$ cat src/rtl/reset_seq_pkg.sv
package reset_seq_pkg;

  typedef enum logic [1:0] {
    SRC_SW    = 2'd0,
    SRC_WDT   = 2'd1,
    SRC_EXT   = 2'd2,
    SRC_ASYNC = 2'd3
  } rstSrc_e;

  typedef enum logic [1:0] {
    ST_RUN,
    ST_BUSWAIT,
    ST_SEQ,
    ST_ASYNC
  } seqState_e;

  typedef struct packed {
    logic    cntClr;
    logic    cntInc;
    logic    tmoClr;
    logic    tmoInc;
    logic    latchFull;
    logic    latchHi;
    logic    pdClr;
    logic    pdLd;
    logic    causeLd;
    rstSrc_e causeVal;
  } seqStrobe_t;

endpackage

$ cat src/rtl/reset_seq_dp.sv
module reset_seq_dp
  import reset_seq_pkg::*;
#(
  parameter int PORT_W   = 16,
  parameter int SEQ_CLKS = 512,
  parameter int BUS_TMO  = 16,
  parameter int HI_MSB   = 12,
  parameter int HI_LSB   = 8,
  parameter int LO_MSB   = 7,
  parameter int LO_LSB   = 2
) (
  input  logic              clk,
  input  logic              rstN,
  input  seqStrobe_t        stb,
  input  logic [PORT_W-1:0] portIn,
  input  logic              pdEnWrData,
  output logic              cntDone,
  output logic              tmoDone,
  output logic              pdEn,
  output logic [PORT_W-1:0] cfgOut,
  output logic [1:0]        rstCause
);

  localparam int CNT_W = (SEQ_CLKS > 1) ? $clog2(SEQ_CLKS) : 1;
  localparam int TMO_W = (BUS_TMO > 1) ? $clog2(BUS_TMO) : 1;
  localparam logic [CNT_W-1:0] CNT_LAST = CNT_W'(SEQ_CLKS - 1);
  localparam logic [TMO_W-1:0] TMO_LAST = TMO_W'(BUS_TMO - 1);

  logic [CNT_W-1:0]  seqCnt;
  logic [TMO_W-1:0]  tmoCnt;
  logic [PORT_W-1:0] cfgQ;
  logic [PORT_W-1:0] cfgNxt;
  rstSrc_e           causeQ;

  // sequence length counter
  always_ff @(posedge clk or negedge rstN) begin
    if (!rstN)           seqCnt <= '0;
    else if (stb.cntClr) seqCnt <= '0;
    else if (stb.cntInc) seqCnt <= seqCnt + 1'b1;
  end
  assign cntDone = (seqCnt == CNT_LAST);

  // bus wait timeout counter
  always_ff @(posedge clk or negedge rstN) begin
    if (!rstN)           tmoCnt <= '0;
    else if (stb.tmoClr) tmoCnt <= '0;
    else if (stb.tmoInc) tmoCnt <= tmoCnt + 1'b1;
  end
  assign tmoDone = (tmoCnt == TMO_LAST);

  // pulldown enable bit
  always_ff @(posedge clk or negedge rstN) begin
    if (!rstN)          pdEn <= 1'b0;
    else if (stb.pdClr) pdEn <= 1'b0;
    else if (stb.pdLd)  pdEn <= pdEnWrData;
  end

  // cause register
  always_ff @(posedge clk or negedge rstN) begin
    if (!rstN)            causeQ <= SRC_EXT;
    else if (stb.causeLd) causeQ <= stb.causeVal;
  end
  assign rstCause = causeQ;

  // per-bit capture rule, chosen by the bit's field membership
  for (genvar b = 0; b < PORT_W; b++) begin : g_cfgBit
    if ((b >= HI_LSB) && (b <= HI_MSB)) begin : g_hi
      assign cfgNxt[b] = (stb.latchFull | stb.latchHi) ? portIn[b] : cfgQ[b];
    end else if ((b >= LO_LSB) && (b <= LO_MSB)) begin : g_lo
      assign cfgNxt[b] = stb.latchFull ? portIn[b] :
                         stb.latchHi   ? 1'b0      : cfgQ[b];
    end else begin : g_keep
      assign cfgNxt[b] = stb.latchFull ? portIn[b] : cfgQ[b];
    end
  end

  always_ff @(posedge clk or negedge rstN) begin
    if (!rstN) cfgQ <= '0;
    else       cfgQ <= cfgNxt;
  end
  assign cfgOut = cfgQ;

  // checks
  assert_cnt_bound_R1: assert property (@(posedge clk) disable iff (!rstN)
    seqCnt <= CNT_LAST);

  assert_tmo_bound_R6: assert property (@(posedge clk) disable iff (!rstN)
    tmoCnt <= TMO_LAST);

  assert_lo_clear_R3: assert property (@(posedge clk) disable iff (!rstN)
    stb.latchHi |=> (cfgQ[LO_MSB:LO_LSB] == '0));

  assert_pd_clear_R8: assert property (@(posedge clk) disable iff (!rstN)
    stb.pdClr |=> !pdEn);

  assert_one_rule_R2: assert property (@(posedge clk) disable iff (!rstN)
    $onehot0({stb.latchFull, stb.latchHi}));

endmodule

$ cat src/rtl/reset_seq_ctrl.sv
module reset_seq_ctrl
  import reset_seq_pkg::*;
(
  input  logic       clk,
  input  logic       rstN,
  input  logic       rstInLow,
  input  logic       supplyLow,
  input  logic       swRstReq,
  input  logic       wdtOvf,
  input  logic       busActive,
  input  logic       busUsesReady,
  input  logic       busWaitDone,
  input  logic       readyN,
  input  logic       einit,
  input  logic       pdEnWr,
  input  logic       cntDone,
  input  logic       tmoDone,
  input  logic       pdEn,
  output seqStrobe_t stb,
  output logic       intRst,
  output logic       rstOutLow,
  output logic       rstInPullLow,
  output logic       busAbort
);

  seqState_e state, nxtState;
  rstSrc_e   src, nxtSrc, winSrc;
  logic      asyncNow, anyReq, waitDone, waitAbort;

  assign asyncNow = supplyLow & rstInLow;
  assign anyReq   = rstInLow | wdtOvf | swRstReq;

  // fixed-priority arbitration
  always_comb begin
    if (asyncNow)      winSrc = SRC_ASYNC;
    else if (rstInLow) winSrc = SRC_EXT;
    else if (wdtOvf)   winSrc = SRC_WDT;
    else               winSrc = SRC_SW;
  end

  assign waitDone  = !busActive || (busUsesReady && busWaitDone && !readyN);
  assign waitAbort = !waitDone &&
                     ((busUsesReady && busWaitDone && readyN) || tmoDone);

  always_comb begin
    stb      = '0;
    nxtState = state;
    nxtSrc   = src;
    unique case (state)
      ST_RUN: begin
        if (anyReq) begin
          stb.causeLd  = 1'b1;
          stb.causeVal = winSrc;
          nxtSrc       = winSrc;
          if (winSrc == SRC_ASYNC) begin
            nxtState   = ST_ASYNC;
            stb.cntClr = 1'b1;
          end else if (winSrc == SRC_WDT && busActive) begin
            nxtState   = ST_BUSWAIT;
            stb.tmoClr = 1'b1;
          end else begin
            nxtState   = ST_SEQ;
            stb.cntClr = 1'b1;
          end
        end else begin
          stb.pdLd = pdEnWr;
        end
      end
      ST_BUSWAIT: begin
        if (rstInLow) begin
          stb.causeLd  = 1'b1;
          stb.causeVal = winSrc;
          nxtSrc       = winSrc;
          stb.cntClr   = 1'b1;
          nxtState     = asyncNow ? ST_ASYNC : ST_SEQ;
        end else if (waitDone || waitAbort) begin
          stb.cntClr = 1'b1;
          nxtState   = ST_SEQ;
        end else begin
          stb.tmoInc = 1'b1;
        end
      end
      ST_SEQ: begin
        if (anyReq) begin
          stb.causeLd  = 1'b1;
          stb.causeVal = winSrc;
          nxtSrc       = winSrc;
          stb.cntClr   = 1'b1;
          if (asyncNow) nxtState = ST_ASYNC;
        end else if (cntDone) begin
          nxtState = ST_RUN;
          stb.pdClr = 1'b1;
          if (src == SRC_EXT || src == SRC_ASYNC) stb.latchFull = 1'b1;
          else                                    stb.latchHi   = 1'b1;
        end else begin
          stb.cntInc = 1'b1;
        end
      end
      ST_ASYNC: begin
        stb.cntClr = 1'b1;
        stb.pdClr  = 1'b1;
        if (!asyncNow) nxtState = ST_SEQ;
      end
      default: nxtState = ST_RUN;
    endcase
  end

  always_ff @(posedge clk or negedge rstN) begin
    if (!rstN) begin
      state <= ST_RUN;
      src   <= SRC_EXT;
    end else begin
      state <= nxtState;
      src   <= nxtSrc;
    end
  end

  // reset-out: set by any sequence, cleared only by einit outside reset
  always_ff @(posedge clk or negedge rstN) begin
    if (!rstN)
      rstOutLow <= 1'b1;
    else if (nxtState == ST_SEQ || nxtState == ST_ASYNC)
      rstOutLow <= 1'b1;
    else if (einit && state == ST_RUN && !anyReq)
      rstOutLow <= 1'b0;
  end

  assign intRst       = (state == ST_SEQ) || (state == ST_ASYNC) || asyncNow;
  assign busAbort     = (state == ST_BUSWAIT) && !rstInLow && waitAbort;
  assign rstInPullLow = pdEn && (state == ST_SEQ) &&
                        (src == SRC_WDT || src == SRC_SW);

  // checks
  assert_async_entry_R9: assert property (@(posedge clk) disable iff (!rstN)
    asyncNow |=> (state == ST_ASYNC));

  assert_rstout_einit_R7: assert property (@(posedge clk) disable iff (!rstN)
    $fell(rstOutLow) |-> $past(einit));

  assert_abort_leaves_R5: assert property (@(posedge clk) disable iff (!rstN)
    busAbort |=> (state == ST_SEQ));

  assert_wait_no_rst_R5: assert property (@(posedge clk) disable iff (!rstN)
    (state == ST_BUSWAIT && !supplyLow) |-> !intRst);

endmodule

$ cat src/rtl/reset_sequencer.sv
module reset_sequencer
  import reset_seq_pkg::*;
#(
  parameter int PORT_W      = 16,
  parameter int SEQ_UNITS   = 1024,
  parameter int TCL_PER_CLK = 2,
  parameter int BUS_TMO     = 16,
  parameter int HI_MSB      = 12,
  parameter int HI_LSB      = 8,
  parameter int LO_MSB      = 7,
  parameter int LO_LSB      = 2
) (
  input  logic              clk,
  input  logic              rstN,
  input  logic              rstInLow,
  input  logic              supplyLow,
  input  logic              swRstReq,
  input  logic              wdtOvf,
  input  logic              busActive,
  input  logic              busUsesReady,
  input  logic              busWaitDone,
  input  logic              readyN,
  input  logic              einit,
  input  logic              pdEnWr,
  input  logic              pdEnWrData,
  input  logic [PORT_W-1:0] portIn,
  output logic              intRst,
  output logic              rstOutLow,
  output logic              rstInPullLow,
  output logic              busAbort,
  output logic [PORT_W-1:0] cfgOut,
  output logic [1:0]        rstCause
);

  localparam int SEQ_CLKS = SEQ_UNITS / TCL_PER_CLK;

  seqStrobe_t stb;
  logic       cntDone, tmoDone, pdEn;

  reset_seq_ctrl u_ctrl (
    .clk          (clk),
    .rstN         (rstN),
    .rstInLow     (rstInLow),
    .supplyLow    (supplyLow),
    .swRstReq     (swRstReq),
    .wdtOvf       (wdtOvf),
    .busActive    (busActive),
    .busUsesReady (busUsesReady),
    .busWaitDone  (busWaitDone),
    .readyN       (readyN),
    .einit        (einit),
    .pdEnWr       (pdEnWr),
    .cntDone      (cntDone),
    .tmoDone      (tmoDone),
    .pdEn         (pdEn),
    .stb          (stb),
    .intRst       (intRst),
    .rstOutLow    (rstOutLow),
    .rstInPullLow (rstInPullLow),
    .busAbort     (busAbort)
  );

  reset_seq_dp #(
    .PORT_W   (PORT_W),
    .SEQ_CLKS (SEQ_CLKS),
    .BUS_TMO  (BUS_TMO),
    .HI_MSB   (HI_MSB),
    .HI_LSB   (HI_LSB),
    .LO_MSB   (LO_MSB),
    .LO_LSB   (LO_LSB)
  ) u_dp (
    .clk        (clk),
    .rstN       (rstN),
    .stb        (stb),
    .portIn     (portIn),
    .pdEnWrData (pdEnWrData),
    .cntDone    (cntDone),
    .tmoDone    (tmoDone),
    .pdEn       (pdEn),
    .cfgOut     (cfgOut),
    .rstCause   (rstCause)
  );

endmodule

$ cat config.mk
export PLATFORM = sky130hd
export DESIGN_NAME = reset_sequencer
export DESIGN_NICKNAME = d
export VERILOG_FILES = /design/src/rtl/reset_seq_pkg.sv /design/src/rtl/reset_seq_dp.sv /design/src/rtl/reset_seq_ctrl.sv /design/src/rtl/reset_sequencer.sv
export SDC_FILE = /design/constraint.sdc
export NUM_CORES = 1
export LEC_CHECK = 0
export ABC_AREA = 0
export ABC_CLOCK_PERIOD_IN_PS = 3000
export BUFFER_PORTS_ARGS = -buffer_cell sky130_fd_sc_hd__clkbuf_2
export CAP_MARGIN = 10
export CORE_UTILIZATION = 50
export CTS_CLUSTER_DIAMETER = 40
export DETAILED_ROUTE_END_ITERATION = 6
export GPL_TIMING_DRIVEN = 0
export PLACE_DENSITY = 0.77
export SKIP_CTS_REPAIR_TIMING = 1
export SKIP_LAST_GASP = 1
export SLEW_MARGIN = 10
export SYNTH_ARGS = -nofsm -noshare
export SYNTH_HDL_FRONTEND = slang
export SYNTH_SLANG_ARGS = --single-unit
export TNS_END_PERCENT = 1
$ cat constraint.sdc
create_clock -name clk -period 3 [get_ports clk]
set_clock_uncertainty 0.2 [all_clocks]
set_input_delay 0.45 -clock clk [delete_from_list [all_inputs] [get_ports clk]]
set_output_delay 0.45 -clock clk [all_outputs]
set_load 0.02 [all_outputs]
==> qor.csv <==
stage,metric,value,unit
sta,hold_ws,-0.00116,ns
route,wl_met2,1.53,mm
worst_setup_path,crit_fanout,10,
synth,ys.flop_type,dfrtp_1,
cts,clockRootBuffer,clkbuf_4,
sta,period_minus_slack,2.44,ns
floorplan,io_pins,51,
synth,ys_ff_latch,36,
worst_setup_path,cp.required,2.35,ns
global_route,grt_max_degree,37,
route,wl_per_cell,12.5,um
worst_setup_path,end_kind,output port,
synth,synthCells,175,
worst_setup_path,r2r_start,u_dp.seqCnt[2],
worst_setup_path,startpoint,u_ctrl.state[1],
cts,clock_latency,0.34,ns
synth,avgSynthCellArea,10.1,sq um
global_route,grt_pass1_vias,1279,
worst_setup_path,start_kind,flop,
route,drc,0,
route,routed_wl,3.48,mm
sta,min_period_over_period,81.3,%
global_route,antenna_found_initial,0,
sta,hold_violations,6,
worst_setup_path,crit_arrival,1.79,ns
worst_hold_path,hold_path.class,in -> async,
pwr,ir_drop,0.000348,V
placed_design,gp_congestion,0.847,
route,top_layer,met4,
route,wl_met1,1.65,mm
worst_setup_path,path_class,reg -> out,
route,met3WireLength,271,um
floorplan,core-area,3360,sq um
sta,worst_slew_pin_slew,0.842,ns
sta,slew_viol_final,0,
outcome,violations,hold timing,
layout,final_common_cell,clkbuf_2,
synth,ys_warn_count,0,
floorplan,num_rows,21,
synth,syn-num-nets,207,
sta,grt_setup_unrepaired,false,
cts,cts_buffers,5,
cts,clk_pin_slew,0.11,ns
route,viasPerCell,5.22,
layout,drive_gt1_share,33.0,%
layout,nets,264,
route,drt_pass1_iterations,4,
outcome,status,finished with violations,
synth,ys_seq_area_share,51.3,%
global_route,grt_pass1_wl,5.31,mm
floorplan,initial_utilization,52.4,%
pwr,p_leak,1.15,nW
route,drtAntennaViolNets,0,
floorplan,dieArea,3770,sq um
floorplan,dieWidth,61.4,um
job,maxCapViolCount,0,
synth,async_reset_ff_share,100,%
placed_design,dp_hpwl,2.53,mm
placed_design,portBuffers,50,
layout,final_cell_mix,"clkbuf_2, nand2_1, dfrtp_1, nand3_1, nor2_1",
cts,clock-sinks,36,
sta,fmax,0.410,GHz
cts,cts.path.max_buffers,2,
placed_design,place_area,2070,sq um
layout,n_antenna_cell,0,
synth,netlist_area,1760,sq um
layout,final_area,2150,sq um
synth,synth_edf_count,0,
route,drt_iter0_drc,74,
floorplan,fp.dieH,61.4,um
global_route,grt.total_usage,19.5,%
sta,maxSlewHeadroom,43.9,%
layout,syn_to_final_growth,21.8,%
sta,final-setup-viol-count,0,
route,vias,1457,
synth,ys_types,44,
sta,tns,0,ns
global_route,overflow,0,
cts,cts_tree,built,
cts,cts_max_level,2,
pwr,p_per_area,432,nW/um^2
cells by family (layout without fill, tap and decap cells):
family | after synthesis | in the layout | synth area share (%)
and+or+nand+nor | 87 | 87 | 25.2
DFF | 36 | 36 | 51.3
AOI/OAI and AO/OA | 21 | 21 | 8.38
buffers and inverters | 12 | 70 | 2.84
muxes | 9 | 9 | 6.61
xor gates and xnor gates | 7 | 7 | 3.48
adders and majority gates | 3 | 3 | 2.13
through the flow:
step           worst slack [ns]  cells  util (%)  power [W]
2_1_floorplan             0.936    175         -   0.000560
3_3_place_gp              0.690    271      61.5   0.000605
3_5_place_dp              0.731    271      61.5   0.000606
4_1_cts                   0.551    279      63.8   0.000938
5_1_grt                   0.452    279      63.8   0.000972
6_report                  0.562    279      63.8   0.000927
critical path: stages (launching register included):
cell and delay [ns]:
dfrtp_1 0.36, buf_2 0.17, nor3b_1 0.29, buf_2 0.27
nand2_1 0.07, a21oi_1 0.11, clkbuf_2 0.18
flip-flops by register name, summed over array words and instances, names as in the netlist:
register	flops
u_ctrl.rstOutLow	1
u_ctrl.src	1
u_ctrl.state	2
u_dp.cfgOut	16
u_dp.pdEn	1
u_dp.rstCause	2
u_dp.seqCnt	9
u_dp.tmoCnt	4
report_power, final:
part	internal (W)	total, W	switching (W)
clock network	0.000175	0.000331	0.000156
registers	0.000498	0.000509	0.0000108
logic	0.0000351	0.0000873	0.0000522
area by class of cell:
type / instances / area (sq um)
Timing Repair Buffer: 50 / 250
Tap cell: 46 / 57.6
Buffer: 6 / 27.5
Sequential cell: 36 / 905
Multi-Input combinational cell: 127 / 807
Clock inverter: 2 / 35.0
Fill cell: 307 / 1220
Inverter: 6 / 22.5
Clock buffer: 6 / 41.3
layer usage:
| layer | global-route usage [%] | vias up |
|---|---|---|
| met5 | 0 | - |
| met1 | 25.0 | 669 |
| met2 | 31.1 | 57 |
| met3 | 6.09 | 4 |
| li1 | - | 727 |
| met4 | 7.62 | 0 |
worst paths after layout:
check | end | slack (ns) | depth (start not counted)
setup / recovery | busAbort | 0.56 | 6
min in group clk | u_dp.cfgOut[10] | 0.10 | 3
hold reg to reg | u_dp.cfgOut[5] | 0.28 | 2
setup reg to reg | u_dp.seqCnt[5] | 0.70 | 7
max in group asynchronous | u_ctrl.state[1] | 2.08 | 1
hold / removal | u_dp.cfgOut[3] | -0.001 | 1
Yosys cell counts, types with 2 or more instances:
| library cell | n | area share [%] |
|---|---|---|
| nand2_1 | 38 | 8.1 |
| ha_1 | 3 | 2.1 |
| a31oi_1 | 2 | 0.71 |
| nand2b_1 | 2 | 0.71 |
| nor2b_1 | 2 | 0.71 |
| dfstp_2 | 3 | 4.5 |
| nand3_1 | 14 | 4.0 |
| a22o_1 | 2 | 0.99 |
| a21oi_1 | 2 | 0.57 |
| mux2i_1 | 3 | 1.7 |
| and3_1 | 4 | 1.4 |
| nor3_1 | 2 | 0.57 |
| xor2_1 | 6 | 3.0 |
| nor2_1 | 10 | 2.1 |
| dfrtp_1 | 33 | 47 |
| mux2_4 | 5 | 4.3 |
| nand4_1 | 4 | 1.4 |
| and4_1 | 2 | 0.99 |
| clkbuf_1 | 2 | 0.43 |
| inv_1 | 6 | 1.3 |
| buf_2 | 4 | 1.1 |
| o21ai_0 | 4 | 1.1 |
Power figures use the tool's default switching activity.
